[src/rtl/pal_cvbs_gen.sv]
module pal_cvbs_gen #(
  parameter int LINE_CLKS = 3200,
  parameter int LINES     = 312,
  parameter int HSYNC_W   = 235,
  parameter int SHORT_W   = 118,
  parameter int BROAD_W   = 1365,
  parameter int ACT_H0    = 573,
  parameter int ACT_H1    = 2971,
  parameter int ACT_V0    = 16,
  parameter int ACT_V1    = 272,
  parameter int HW        = $clog2(LINE_CLKS),
  parameter int VW        = $clog2(LINES)
) (
  input  logic          clk,
  input  logic          rst,
  input  logic          pixel_i,
  output logic [7:0]    dac_code,
  output logic [HW-1:0] line_pos,
  output logic [VW-1:0] line_num,
  output logic          active
);
  localparam int HALF = LINE_CLKS / 2;
  localparam logic [7:0] LVL_SYNC  = 8'd0;
  localparam logic [7:0] LVL_BLANK = 8'd77;
  localparam logic [7:0] LVL_WHITE = 8'd255;

  typedef enum logic [1:0] {K_SHORT, K_BROAD, K_BLANK, K_DATA} kind_t;

  function automatic kind_t kind_of(input logic [VW:0] hl);
    logic [VW-1:0] v;
    v = hl[VW:1];
    if (hl < (VW+1)'(5))       return K_SHORT;
    else if (hl < (VW+1)'(10)) return K_BROAD;
    else if (hl < (VW+1)'(15)) return K_SHORT;
    else if (v >= VW'(ACT_V0) && v < VW'(ACT_V1)) return K_DATA;
    else return K_BLANK;
  endfunction

  kind_t         kind;
  logic          at_eol, at_eof, at_mid, second_half, sync;
  logic [HW-1:0] hpos;
  logic [VW-1:0] vnext;
  logic [7:0]    code_now;

  assign at_eol      = (line_pos == HW'(LINE_CLKS - 1));
  assign at_eof      = (line_num == VW'(LINES - 1));
  assign at_mid      = (line_pos == HW'(HALF - 1));
  assign second_half = (line_pos >= HW'(HALF));
  assign hpos        = second_half ? line_pos - HW'(HALF) : line_pos;
  assign vnext       = at_eof ? '0 : line_num + 1'b1;
  assign active      = (line_pos >= HW'(ACT_H0)) && (line_pos < HW'(ACT_H1)) &&
                       (line_num >= VW'(ACT_V0)) && (line_num < VW'(ACT_V1));

  always_comb begin
    case (kind)
      K_SHORT: sync = (hpos < HW'(SHORT_W));
      K_BROAD: sync = (hpos < HW'(BROAD_W));
      default: sync = !second_half && (line_pos < HW'(HSYNC_W));
    endcase
    if (sync)                   code_now = LVL_SYNC;
    else if (active && pixel_i) code_now = LVL_WHITE;
    else                        code_now = LVL_BLANK;
  end

  always_ff @(posedge clk) begin
    if (rst) begin
      line_pos <= '0;
      line_num <= '0;
      kind     <= K_SHORT;
      dac_code <= LVL_BLANK;
    end else begin
      dac_code <= code_now;
      if (at_eol) begin
        line_pos <= '0;
        line_num <= vnext;
        kind     <= kind_of({vnext, 1'b0});
      end else begin
        line_pos <= line_pos + 1'b1;
        if (at_mid) kind <= kind_of({line_num, 1'b1});
      end
    end
  end

  assert_line_wrap_R2: assert property (@(posedge clk) disable iff (rst)
    at_eol |=> (line_pos == '0));
  assert_field_wrap_R10: assert property (@(posedge clk) disable iff (rst)
    (at_eol && at_eof) |=> (line_num == '0));
  assert_code_set_R3: assert property (@(posedge clk) disable iff (rst)
    (dac_code == LVL_SYNC) || (dac_code == LVL_BLANK) || (dac_code == LVL_WHITE));
  assert_white_inside_R9: assert property (@(posedge clk) disable iff (rst)
    (dac_code == LVL_WHITE) |-> $past(active));
  assert_line_sync_R7: assert property (@(posedge clk) disable iff (rst)
    (kind == K_DATA && line_pos == '0) |=> (dac_code == LVL_SYNC));
  assert_broad_start_R5: assert property (@(posedge clk) disable iff (rst)
    (kind == K_BROAD && hpos == '0) |=> (dac_code == LVL_SYNC));
  assert_active_in_data_R8: assert property (@(posedge clk) disable iff (rst)
    active |-> (kind == K_DATA));
endmodule

[config.mk]
export PLATFORM = sky130hd
export DESIGN_NAME = pal_cvbs_gen
export DESIGN_NICKNAME = d
export VERILOG_FILES = /design/src/rtl/pal_cvbs_gen.sv
export SDC_FILE = /design/constraint.sdc
export NUM_CORES = 1
export LEC_CHECK = 0
export BUFFER_PORTS_ARGS = -buffer_cell sky130_fd_sc_hd__buf_2
export CAP_MARGIN = 30
export CORE_AREA = 3 3 61 63
export CTS_CLUSTER_DIAMETER = 50
export CTS_CLUSTER_SIZE = 20
export DETAILED_ROUTE_END_ITERATION = 6
export DIE_AREA = 0 0 64 66
export GPL_TIMING_DRIVEN = 0
export PLACE_DENSITY = 0.81
export SYNTH_ARGS = -nofsm -noshare
export SYNTH_HDL_FRONTEND = slang
export SYNTH_SLANG_ARGS = --single-unit
[constraint.sdc]
create_clock -name clk -period 4.3 [get_ports clk]
set_input_delay 0.215 -clock clk [delete_from_list [all_inputs] [get_ports clk]]
set_output_delay 0.215 -clock clk [all_outputs]
set_load 0.01 [all_outputs]
==> results.tsv <==
metric	value	unit
skew	0.00324	ns
grt_use_total	20.7	%
antenna_found_initial	0	
start_util	57.4	%
core.rowCount	21	
cp_slowest_cell	dfxtp_1	
r2r_end	dac_code[5]	
setup_viol	0	
grtUsageMet1	26.4	%
netlist_instances	238	
grt_pass1_wl	7160	µm
cellLeakagePower	0.912	nW
place_ws	1.97	ns
cap_violations	0	
cts_tree	yes	
busiest_layer	met2	
die_h	66	µm
wl_per_cell	12.5	µm
synthAdderAreaFrac	6.63	%
crit_end	dac_code[5]	
synth_ff_type	dfxtp_1	
drive_gt1_share	23.0	%
grt_pass1_vias	1582	
grt_max_degree	14	
clk_pin_slew	0.14	ns
finalHoldViolations	0	
cts_hold_buf	0	
power_density	176	nW/µm²
reg2reg_slack	1.93	ns
synth-edff-count	0	
synth.area.top_cells	dfxtp_1 27%, ha_1 6.6%, nor2_1 6.2%	
clock-sinks	25	
final_common_cell	buf_2	
first_pass_iters	4	
fin_crit_sh	55.1	%
ant_nets	0	
vias	1747	
netlist_area	1890	µm²
port-buffer-count	32	
wl	4010	µm
worst_pin_slew	0.815	ns
vdd_drop_max	147	µV
synth-xor-area-share	10.2	%
area_growth	12.9	%
core_area	3280	µm²
ioPinCount	33	
postLayoutCoreUtil	64.9	%
drt_iter0_markers	107	
synth_top_cell_area_share	26.5	%
drc_errors	0	
r2r_cells	9	
cts_buffer_depth	2	
synthSimpleGateAreaFrac	26.2	%
slew_viol_final	0	
synth_mux_area_share	2.65	%
crit_chain	inv_1, ha_1, nor2b_1, a41oi_2, nand2_2, xnor2_1, a21oi_1, o21a_1, a2111oi_1	
startpoint	line_pos[7]	
cts_made_buffers	3	
cp_slowest_stage_delay	0.50	ns
post_cts_resized	0	
arrival	2.58	ns
path_buf_inv	1	
use_met2	36.3	%
syn_nets	251	
synth.avg_cell_area	7.93	µm²
synth.ff_latch_count	25	
post_cts_buffers	0	
status	finished clean	
fin_nets	288	
hp-class	input port to register	
h-tree-depth	1	
die_w	64	µm
ys_seq_area_share	26.5	%
r2r-start	line_pos[7]	
critPathMaxFanout	8	
slew_headroom	45.2	%
power	375	µW
final.setup.tns	0	ns
antenna_cells	0	
crit_path_end_kind	register	
num-fill-cells	297	
setup.worst_path.class	register to register	
cts_root_buf	clkbuf_4	
setup_slack	1.93	ns
synth-compound-area-share	17.8	%
cp_num_cells	9	
ys_async_sr_fraction	0	%
required	4.51	ns
critPathTopFamily	compound AO/OA/AOI/OAI gates	
met3_usage	2.55	%
clock_latency	0.31	ns
rsz0062_at_grt	false	
start_kind	register	
grt-ovfl-total	0	
synth_cell_types	49	
drt-vias-per-instance	5.46	
dpl.hpwl	3090	µm
fp.dieArea	4220	µm²
max_freq	422	MHz
finalCriticalPeriod	2.37	ns
synth_top_area_cell	dfxtp_1	
synth_top_family_by_area	simple AND/OR/NAND/NOR gates	
finalWeightedCongestion	0.954	
layout_common_cells	38 x buf_2, 31 x nor2_1, 25 x dfxtp_1	
yosys_warnings	0	
==> worst min-delay path by stage <==
stage	from	to	slack [ns]	cells past startpoint
floorplan	rst	line_num[3]	0.29	1
global placement	pixel_i	dac_code[5]	0.45	3
detailed placement	pixel_i	dac_code[5]	0.46	3
CTS	pixel_i	dac_code[5]	0.10	3
global route	pixel_i	dac_code[5]	0.12	3
finish	pixel_i	dac_code[5]	0.11	3
==> report_power, final <==
| part | switching [mW] | internal (mW) | leakage (nW) |
|---|---|---|---|
| logic | 0.0166 | 0.0136 | 0.695 |
| clock network | 0.0708 | 0.0362 | 0.0150 |
| registers | 0.00348 | 0.235 | 0.202 |
==> metrics by stage <==
stage / std cells / cell area (µm²) / hold slack, ns
finish: 320 / 2130 / 0.112
global route: 320 / 2130 / 0.116
CTS: 320 / 2130 / 0.100
detailed placement: 316 / 2100 / 0.458
global placement: 316 / 2100 / 0.455
floorplan: 238 / 1890 / 0.287
==> registers in the layout, summed over array words and instances, names as in the netlist <==
name,count
line_pos,12
kind,2
dac_code,2
line_num,9
==> worst register-to-register path: stages (launching register included) <==
cell and delay [ns]:
dfxtp_1 0.50, inv_1 0.16, ha_1 0.22, nor2b_1 0.15, a41oi_2 0.24, nand2_2 0.09, xnor2_1 0.23, a21oi_1 0.10
o21a_1 0.20, a2111oi_1 0.37
==> Yosys cell counts (all sizes together) (2+ instances only) <==
cell     instances
a211oi           2
clkbuf           5
xnor2           10
a2111oi          2
nor4             4
mux2i            5
a31oi            6
buf             18
nand3           12
nor2b            3
xor2            12
inv             10
or2              2
a211o            2
nor3             2
or3              2
ha              10
a21oi           14
nand2b           2
o21a             3
o21ai           11
nor2            33
nand3b           3
dfxtp           25
nand4            3
and3             6
nand2           17
==> cells by family (layout without fill, tap and decap cells) <==
family / count (synthesis) / count (layout)
XOR/XNOR: 22 / 22
multiplexers: 5 / 5
AND/OR/NAND/NOR: 94 / 94
AO/OA/AOI/OAI: 49 / 49
adder cells (fa/ha/maj): 10 / 10
flip-flops: 25 / 25
buffers and inverters: 33 / 69
==> layer usage <==
layer	vias to the layer above	wire length, µm	share of wire [%]
li1	899	-	-
met2	33	1960	49
met5	-	0	0
met4	0	58	1.4
met1	809	1870	47
met3	6	115	2.9
==> area by class of cell <==
type / instances / area (µm²) / area share [%]
flip-flops and latches: 25 / 500 / 23.5
repair buffers: 32 / 160 / 7.52
inverters: 10 / 37.5 / 1.76
well taps: 46 / 57.6 / 2.70
clock buffers: 4 / 26.3 / 1.23
multi-input cells: 180 / 1200 / 56.3
plain buffers: 23 / 150 / 7.05
Note: power is estimated with default switching activity, not from simulation.
